**config.mk**
```make
export PLATFORM = sky130hd
export DESIGN_NAME = loc_irq_timer
export DESIGN_NICKNAME = d
export VERILOG_FILES = /design/src/rtl/loc_irq_timer_pkg.sv /design/src/rtl/loc_irq_timer_regs.sv /design/src/rtl/loc_irq_timer_presc.sv /design/src/rtl/loc_irq_timer_count.sv /design/src/rtl/loc_irq_timer.sv
export SDC_FILE = /design/constraint.sdc
export NUM_CORES = 1
export LEC_CHECK = 0
export CAP_MARGIN = 0
export CORE_ASPECT_RATIO = 1.25
export CORE_UTILIZATION = 55
export CTS_CLUSTER_SIZE = 14
export DETAILED_ROUTE_END_ITERATION = 10
export DONT_BUFFER_PORTS = 1
export PLACE_DENSITY = 0.7
export SYNTH_ARGS = -nofsm -noshare
export SYNTH_HDL_FRONTEND = slang
export SYNTH_HIERARCHICAL = 1
export SYNTH_SLANG_ARGS = --single-unit
```
**constraint.sdc**
```tcl
create_clock -name clk -period 3.5 [get_ports clk]
set_clock_uncertainty 0.2 [all_clocks]
set_input_delay 0.175 -clock clk [delete_from_list [all_inputs] [get_ports clk]]
set_output_delay 0.175 -clock clk [all_outputs]
set_load 0.01 [all_outputs]
```
**src/rtl/loc_irq_timer_pkg.sv**
```systemverilog
package loc_irq_timer_pkg;
  localparam int VEC_W      = 8;
  localparam int SHIFT_W    = 3;
  localparam int MASK_BIT   = 16;
  localparam int MODE_BIT   = 17;
  localparam int OFS_ENTRY  = 0;
  localparam int OFS_INIT   = 1;
  localparam int OFS_CUR    = 2;
  localparam int OFS_DIV    = 3;

  typedef struct packed {
    logic             periodic;
    logic             mask;
    logic [VEC_W-1:0] vec;
  } entry_t;
endpackage

```
**src/rtl/loc_irq_timer_regs.sv**
```systemverilog
module loc_irq_timer_regs
  import loc_irq_timer_pkg::*;
#(
  parameter int ADDR_W = 4,
  parameter int DATA_W = 32
) (
  input  logic                    clk,
  input  logic                    rst,
  input  logic                    bus_wr,
  input  logic                    bus_rd,
  input  logic [ADDR_W-1:0]       bus_addr,
  input  logic [DATA_W-1:0]       bus_wdata,
  input  logic [DATA_W-1:0]       cur_count,
  output logic [DATA_W-1:0]       bus_rdata,
  output entry_t                  entry,
  output logic [DATA_W-1:0]       init_val,
  output logic [SHIFT_W-1:0]      shift,
  output logic                    init_wr,
  output logic                    entry_wr
);
  logic [SHIFT_W-1:0] div_field;
  logic [DATA_W-1:0]  rd_mux;
  logic               div_wr;

  assign init_wr  = bus_wr && (bus_addr == ADDR_W'(OFS_INIT));
  assign entry_wr = bus_wr && (bus_addr == ADDR_W'(OFS_ENTRY));
  assign div_wr   = bus_wr && (bus_addr == ADDR_W'(OFS_DIV));

  // exponent = {bit3, bit1, bit0}; shift = exponent + 1 wrapping in 3 bits
  assign shift = div_field + SHIFT_W'(1);

  always_ff @(posedge clk) begin
    if (rst) begin
      entry     <= '{periodic: 1'b0, mask: 1'b1, vec: '0};
      init_val  <= '0;
      div_field <= '0;
    end else begin
      if (entry_wr) begin
        entry.periodic <= bus_wdata[MODE_BIT];
        entry.mask     <= bus_wdata[MASK_BIT];
        entry.vec      <= bus_wdata[VEC_W-1:0];
      end
      if (init_wr) init_val <= bus_wdata;
      if (div_wr)  div_field <= {bus_wdata[3], bus_wdata[1:0]};
    end
  end

  always_comb begin
    rd_mux = '0;
    if (bus_addr == ADDR_W'(OFS_ENTRY)) begin
      rd_mux[MODE_BIT]    = entry.periodic;
      rd_mux[MASK_BIT]    = entry.mask;
      rd_mux[VEC_W-1:0]   = entry.vec;
    end else if (bus_addr == ADDR_W'(OFS_INIT)) begin
      rd_mux = init_val;
    end else if (bus_addr == ADDR_W'(OFS_CUR)) begin
      rd_mux = cur_count;
    end else if (bus_addr == ADDR_W'(OFS_DIV)) begin
      rd_mux[3]   = div_field[2];
      rd_mux[1:0] = div_field[1:0];
    end
  end

  always_ff @(posedge clk) begin
    if (rst)         bus_rdata <= '0;
    else if (bus_rd) bus_rdata <= rd_mux;
  end

  // bit 2 of the stored divide setting can never read back as one
  a_r2_div_bit2_clear: assert property (@(posedge clk) disable iff (rst)
    $past(bus_rd) && ($past(bus_addr) == ADDR_W'(OFS_DIV)) |-> bus_rdata[2] == 1'b0);
endmodule

```
**src/rtl/loc_irq_timer_presc.sv**
```systemverilog
module loc_irq_timer_presc #(
  parameter int SHIFT_W = 3
) (
  input  logic               clk,
  input  logic               rst,
  input  logic               clear,
  input  logic [SHIFT_W-1:0] shift,
  output logic               tick
);
  localparam int PRE_W = (1 << SHIFT_W) - 1;

  logic [PRE_W-1:0] presc;
  logic [PRE_W-1:0] sel_mask;

  assign sel_mask = (PRE_W'(1) << shift) - PRE_W'(1);
  assign tick     = (presc & sel_mask) == sel_mask;

  always_ff @(posedge clk) begin
    if (rst || clear) presc <= '0;
    else              presc <= presc + PRE_W'(1);
  end

  // a load restarts the prescaler phase
  a_r4_presc_restart: assert property (@(posedge clk) disable iff (rst)
    clear |=> presc == '0);
endmodule

```
**src/rtl/loc_irq_timer_count.sv**
```systemverilog
module loc_irq_timer_count
  import loc_irq_timer_pkg::*;
#(
  parameter int DATA_W = 32
) (
  input  logic               clk,
  input  logic               rst,
  input  logic               tick,
  input  logic               init_wr,
  input  logic               entry_wr,
  input  logic [DATA_W-1:0]  wdata,
  input  logic [DATA_W-1:0]  init_val,
  input  entry_t             entry,
  output logic [DATA_W-1:0]  count,
  output logic               load,
  output logic               irq_req,
  output logic [VEC_W-1:0]   irq_vec
);
  logic running;
  logic rearm;
  logic expire;

  assign rearm  = entry_wr && wdata[MODE_BIT] && !running && (init_val != '0);
  assign load   = init_wr || rearm;
  assign expire = running && tick && (count == DATA_W'(1)) && !init_wr;

  always_ff @(posedge clk) begin
    if (rst) begin
      count   <= '0;
      running <= 1'b0;
      irq_req <= 1'b0;
      irq_vec <= '0;
    end else begin
      irq_req <= expire && !entry.mask;
      if (expire && !entry.mask) irq_vec <= entry.vec;
      if (init_wr) begin
        count   <= wdata;
        running <= (wdata != '0);
      end else if (rearm) begin
        count   <= init_val;
        running <= 1'b1;
      end else if (running && tick) begin
        if (count == DATA_W'(1)) begin
          if (entry.periodic) begin
            count <= init_val;
          end else begin
            count   <= '0;
            running <= 1'b0;
          end
        end else begin
          count <= count - DATA_W'(1);
        end
      end
    end
  end

  // a stopped timer always holds zero, a running one never does
  a_r9_idle_zero: assert property (@(posedge clk) disable iff (rst)
    !running |-> count == '0);
  a_r9_run_nonzero: assert property (@(posedge clk) disable iff (rst)
    running |-> count != '0);
  // no request follows a masked entry
  a_r6_mask_quiet: assert property (@(posedge clk) disable iff (rst)
    irq_req |-> !$past(entry.mask));
  // one-shot expiry parks at zero
  a_r7_oneshot_park: assert property (@(posedge clk) disable iff (rst)
    expire && !entry.periodic |=> !running && count == '0);
  // periodic expiry reloads
  a_r8_reload: assert property (@(posedge clk) disable iff (rst)
    expire && entry.periodic |=> running && count == $past(init_val));
  // a count write on the expiry edge suppresses the request
  a_r10_write_wins: assert property (@(posedge clk) disable iff (rst)
    init_wr |=> !irq_req);
endmodule

```
**src/rtl/loc_irq_timer.sv**
```systemverilog
module loc_irq_timer
  import loc_irq_timer_pkg::*;
#(
  parameter int ADDR_W = 4,
  parameter int DATA_W = 32
) (
  input  logic              clk,
  input  logic              rst,
  input  logic              bus_wr,
  input  logic              bus_rd,
  input  logic [ADDR_W-1:0] bus_addr,
  input  logic [DATA_W-1:0] bus_wdata,
  output logic [DATA_W-1:0] bus_rdata,
  output logic              irq_req,
  output logic [VEC_W-1:0]  irq_vec
);
  entry_t             entry;
  logic [DATA_W-1:0]  init_val;
  logic [DATA_W-1:0]  count;
  logic [SHIFT_W-1:0] shift;
  logic               init_wr;
  logic               entry_wr;
  logic               load;
  logic               tick;

  loc_irq_timer_regs #(.ADDR_W(ADDR_W), .DATA_W(DATA_W)) u_regs (
    .clk(clk), .rst(rst), .bus_wr(bus_wr), .bus_rd(bus_rd),
    .bus_addr(bus_addr), .bus_wdata(bus_wdata), .cur_count(count),
    .bus_rdata(bus_rdata), .entry(entry), .init_val(init_val),
    .shift(shift), .init_wr(init_wr), .entry_wr(entry_wr)
  );

  loc_irq_timer_presc #(.SHIFT_W(SHIFT_W)) u_presc (
    .clk(clk), .rst(rst), .clear(load), .shift(shift), .tick(tick)
  );

  loc_irq_timer_count #(.DATA_W(DATA_W)) u_count (
    .clk(clk), .rst(rst), .tick(tick), .init_wr(init_wr),
    .entry_wr(entry_wr), .wdata(bus_wdata), .init_val(init_val),
    .entry(entry), .count(count), .load(load),
    .irq_req(irq_req), .irq_vec(irq_vec)
  );
endmodule

```
Yosys cells after proc, flatten, opt, wreduce, memory -nomap -nowiden
Cells that the tools add are included.
Widths: inputs -> output; s select.
{ "op_classes": {"add_sub_neg": 4, "multipliers": 0, "div_mod_pow": 0, "magnitude_cmp": 0, "n_eq_ne": 6, "shifts": 1, "mux": 21, "bitwise_logic": 1, "n_reduce_logical": 21} }
{ "ops": {"columns": ["op", "count"], "rows": [
  ["$mux 32", 6],
  ["$reduce_bool 32->1", 2],
  ["$eq 32x1->1 const B", 1],
  ["$sub 32x1->32 const B", 1],
  ["$mux 28", 1],
  ["$mux 8", 2],
  ["$mux 14", 1],
  ["$logic_and 1x1->1", 10],
  ["$eq 4x2->1 const B", 2],
  ["$mux 1", 8],
  ["$add 7x1->7 const B", 1],
  ["$and 7x7->7", 1],
  ["$eq 7x7->1", 1],
  ["$shl 1x3->7 const A", 1],
  ["$sub 7x2->7 const B", 1],
  ["$mux 2", 3],
  ["$reduce_bool 3->1", 2],
  ["$eq 4x1->1 const B", 1],
  ["$logic_not 4->1", 1],
  ["$add 3x1->3 const B", 1],
  ["$logic_not 1->1", 3],
  ["$ne 3x1->1 const B", 1],
  ["$reduce_and 3->1", 1],
  ["$logic_or 1x1->1", 2]
]} }
{ "word_totals": {"reg_bits": 126, "latchBits": 0, "mem_bits_rw": 0, "romBits": 0, "in_bits": 40, "out_inout_bits": 41, "word_cells": 65, "mem_count": 0} }

Longest topological paths before layout
{ "logic_depth": {"depth_word": 9, "ltp_mapped": 13, "ltp_nobuf": 11} }

By module
The synthesis kept the hierarchy.
{ "by_module_without_submodules": {"columns": ["module", "instances", "cells_per_inst", "area_each_um2", "seq_area_each_um2"], "rows": [
  ["loc_irq_timer_regs", 1, 396, 3283.1, 1541.5],
  ["loc_irq_timer_count", 1, 391, 2959.1, 840.8],
  ["loc_irq_timer_presc", 1, 38, 322.8, 140.1]
]} }

Worst setup path before layout
No wires, ideal clock.
{ "synth_path": {"path_kind": "input to register", "from": "input port bus_wr", "to": "register u_count.count[20]", "arrival_time_ps": 2488, "t_required_ps": 3205, "setup_slack_ps": 717, "stages": 13, "path_buffers": 5, "cell_sequence": "or3b_1 clkbuf_1 clkbuf_1 nor2_1 clkbuf_1 inv_1 and2_1 buf_2 clkinv_1 nor2_1 buf_2 a21oi_1 a221oi_1"} }
{ "synth_rtl": {"columns": ["element", "line_no", "source"], "rows": [
  ["from (decl)", "loc_irq_timer.sv:9", "input logic bus_wr,"],
  ["$logic_and 1x1->1 *", "loc_irq_timer_regs.sv:25", "assign init_wr = bus_wr && (bus_addr == ADDR_W'(OFS_INIT));"],
  ["via init_wr", "loc_irq_timer.sv:21", "logic init_wr;"],
  ["$reduce_bool 3->1 (no line) or $mux 32 (tied branches)", null, null],
  ["to (signal assigned)", "loc_irq_timer_count.sv:37", "count <= wdata;"],
  ["to (signal assigned)", "loc_irq_timer_count.sv:40", "count <= init_val;"],
  ["to (signal assigned)", "loc_irq_timer_count.sv:45", "count <= init_val;"],
  ["to (decl)", "loc_irq_timer_count.sv:14", "output logic [DATA_W-1:0] count,"]
]} }
The timed path passes the listed nets; every way through them passes the cells marked *.
A chain may end at the register's enable or synchronous reset.

Worst setup path in the final report
{ "layout_path": {"from": "register u_count.count[25]", "to": "register u_count.irq_vec[6]"} }
{ "layout_via": {"elab_chain_cells": 4} }
{ "layout_rtl": {"columns": ["element", "line_no", "source"], "rows": [
  ["$eq 32x1->1", "loc_irq_timer_count.sv:25", "assign expire = running && tick && (count == DATA_W'(1)) && !init_wr;"],
  ["$logic_and 1x1->1 (2 in a row)", "loc_irq_timer_count.sv:25", null],
  ["$logic_and 1x1->1", "loc_irq_timer_count.sv:35", "if (expire && !entry.mask) irq_vec <= entry.vec;"],
  ["to (signal assigned)", "loc_irq_timer_count.sv:35", null],
  ["to (decl)", "loc_irq_timer_count.sv:17", "output logic [VEC_W-1:0] irq_vec"]
]} }
Every way passes these cells.

==> metrics.md <==
| Metric | Value |
|---|---|
| DR WL/cell | between 20 and 25 µm |
| Post-synthesis cell type count | 69 |
| Initial Util | 56.5% |
| Die Ht | 124 µm |
| Setup crit end kind | flip-flop |
| Post-Syn Area | about 6600 µm² |
| WHS Path Cells | 3 |
| Commonest non-fill, non-tap cell in the layout | dfxtp_1 |
| Simple-Gate Fraction of Synth Area | roughly a quarter |
| IO Port Bufs | 0 |
| Setup Fix Bufs, Post-CTS | 0 |
| Clock power share | roughly 44% |
| Die area | 12400 µm² |
| Flop and latch count out of synthesis | about 130 |
| Worst Path Arrival | between 3 and 4 ns |
| Num CTS Buffers | 17 |
| Core area | 11600 µm² |
| Max_cap viols | 0 |
| Int Power | 2730 µW |
| Critical Path Source Type | flip-flop |
| Post-synthesis mux area share | less than 1% |
| RSZ-0062 raised after global routing | no |
| Switching Fraction | 27.6% |
| Largest net degree at the start of global routing | around 100 |
| Worst-Margin Slew | roughly 1.1 ns |
| Hold Path Class | in -> reg |
| Slew HR | between 20% and 30% |
| Die Wd | roughly 100 µm |
| Reg2Reg Depth | 9 |
| Residual DRC | 0 |
| I/O pin cnt | 81 |
| WP data required | between 3 and 4 ns |
| Global-route wire length before repair | approximately 35000 µm |
| Worst skew pair latency | approximately 0.42 ns |
| Row cnt | 44 |
| Final Max Tran Viols | 0 |
| Largest family of logic cells by synthesized area | compound AO/OA/AOI/OAI gates |
| Synth Area in Compound Gates | approximately 27% |
| EDFF count, synth | 0 |
| GP Congestion | just under 1 |
| Post-Syn Nets | roughly 870 |
| Mean Syn Cell Area | 7.96 µm² |
| Max Fclk | a little over 300 MHz |
| All-Layer GR Usage | 37.0% |
| Commonest cells after routing, fill and taps aside | 126 x dfxtp_1, 75 x nand2_1, 67 x a21oi_1 |
| Post-DP HPWL | between 10000 and 15000 µm |
| Fraction of layout cells with a size suffix above 1 | a little under 9% |
| Antenna Violating Nets Remaining | 0 |
| Clock Sinks | around 130 |
| Ys flop type | dfxtp_1 |
| Initial antenna violation count | 1 |
| Nets | 891 |
| Leak Pwr | around 0.0025 µW |
| Hold Vio Cnt, Final | 0 |
| Reg2Reg Setup Slack | about 0.22 ns |
| Grt ovf | 0 |
| Net Switching | between 1000 and 1500 µW |
| Total negative slack | 0 ns |
| DR vias | about 6900 |
| Peak supply drop | ~0.00027 V |
| Async S/R FF share, synth | 0% |
| R2r endpoint | u_count/irq_vec[6] |
| CTS HTree Levels | 4 |
| Hold wc startpoint | bus_addr[1] |
| Avg Vias per Cell | a little under 7 |
| PD cells | between 400 and 500 nW/µm² |
| Design area | 7780 µm² |
| Drt pass-1 iters | 6 |
| Outcome | complete, no violations |
| Clk buf depth | 2 |
| Mapped Cells | between 800 and 900 |
| CTS tree | yes |
| Iteration-0 DRC Markers | 774 |
| Sequential share of power | between 40% and 50% |
| Root Buffer | clkbuf_16 |
| Placed cell area | around 6700 µm² |
| Area Overhead vs Synth | 18.5% |
| Setup CP Type | reg -> reg |
| Hold EP | u_regs/bus_rdata[1] |
| Post-synthesis xor/xnor area fraction | under 10% |
| Adder-Cell Fraction of Synth Area | less than 1% |
| Number of global-route vias before repair | roughly 6400 |
| Total Power | roughly 3800 µW |
| ANT cells | 0 |
| Worst-path clk slew | approximately 0.06 ns |
| Filler cells | between 900 and 1000 |
| WL final | approximately 23000 µm |
| Reg2reg start | u_count/count[25] |
| Final Setup Violations | 0 |
| Ys Warns | 6 |
| Min Clock Period, post-route | 3.28 ns |
| Crit share post-route | a little over nine tenths |
| Comb pwr share | roughly 16% |
| Crit Path Max Fanout | 9 |
| Sequential area share after synthesis | between 30% and 40% |
## cells in the mapped netlist (all sizes together) (4+ instances only)
cell	number	area [µm²]
a2111o	7	78.8
a211oi	16	130
a21oi	67	335
a221oi	21	190
a222oi	4	40.0
a22oi	28	210
a311oi	5	43.8
a31oi	4	25.0
and2	5	31.3
buf	21	125
clkbuf	50	191
dfxtp	126	2520
ha	4	50.1
inv	13	48.8
nand2	76	285
nand2b	17	106
nand3	54	275
nand4	11	68.8
nor2	55	206
nor2b	9	56.3
nor3	21	105
nor4	29	196
nor4b	4	35.0
o211ai	5	37.5
o21ai	82	410
or2	4	25.0
or3	8	60.1
or4	8	67.6
xnor2	11	96.3
xor2	12	105
## registers in the layout (all words and copies together) (netlist names)
register          flops
u_count/count        32
u_count/irq_req       1
u_count/irq_vec       8
u_count/running       1
u_presc/presc         7
u_regs/bus_rdata     32
u_regs/div_field      3
u_regs/entry         10
u_regs/init_val      32
## final cells by class
class	instances	area [µm²]	share of cell area, %
Inverter	14	52.6	0.675
Multi-Input combinational cell	614	3700	47.6
Timing Repair Buffer	74	741	9.52
Clock buffer	22	474	6.09
Sequential cell	126	2520	32.4
Clock inverter	9	87.6	1.13
Tap cell	161	201	2.59
## timing repair
action,4_1_cts,5_1_grt
resized for setup,0,2
setup endpoints to repair,0,1
endpoints found under the hold margin,125,0
hold buffers,52,0
## cell families (layout without fill, tap and decap cells)
kind of cell,count (synthesis),count (layout)
simple gates,314,314
compound gates,272,272
flops,126,126
buf+inv,85,119
xor+xnor,23,23
fa+ha+maj,4,4
mux,1,1
## power by group through the flow
stage / Clock, µW / Combinational, µW / Sequential (µW)
3_5_place_dp: 0 / 476 / 1540
6_report: 1670 / 585 / 1510
3_3_place_gp: 0 / 479 / 1540
5_1_grt: 1760 / 628 / 1510
4_1_cts: 1690 / 567 / 1510
2_1_floorplan: 0 / 394 / 1520
## how the worst max path moves through the flow
stage,cells past startpoint,endpoint,startpoint
after global placement,7,u_count/count[23],u_count/count[16]
after CTS,11,u_count/irq_vec[6],u_regs/div_field[0]
final,9,u_count/irq_vec[6],u_count/count[25]
after global routing,9,u_count/irq_vec[6],u_count/count[25]
after detailed placement,7,u_count/count[23],u_count/count[16]
after floorplan,13,u_count/count[20],bus_wr
## per-stage QoR
step	cells	hold WS [ns]	util [%]	setup slack (ns)
after floorplan	825	0.0930	-	0.717
after global placement	937	0.0497	57.5	0.340
after detailed placement	937	0.0527	57.5	0.407
after CTS	1020	0.0155	66.9	0.164
after global routing	1020	0.0456	67.0	0.0766
final	1020	0.0317	67.0	0.218
## critical path, cell delays in order (launching register included)
cell,delay [ns]
dfxtp_1,0.39
or4_1,0.59
nor4_1,0.36
nand4_1,0.17
buf_4,0.22
nor2_1,0.21
nand2_1,0.26
nand2_1,0.14
a21oi_1,0.06
dlygate4sd3_1,0.56
## metal layers
metal	global-route usage, %	vias up	wire length [µm]
met1	46.9	3247	9320
met5	0	-	14
li1	-	3126	-
met4	20.4	2	954
met3	6.96	89	2060
met2	59.3	432	10500
No activity file was read; power rests on OpenSTA's default activity.
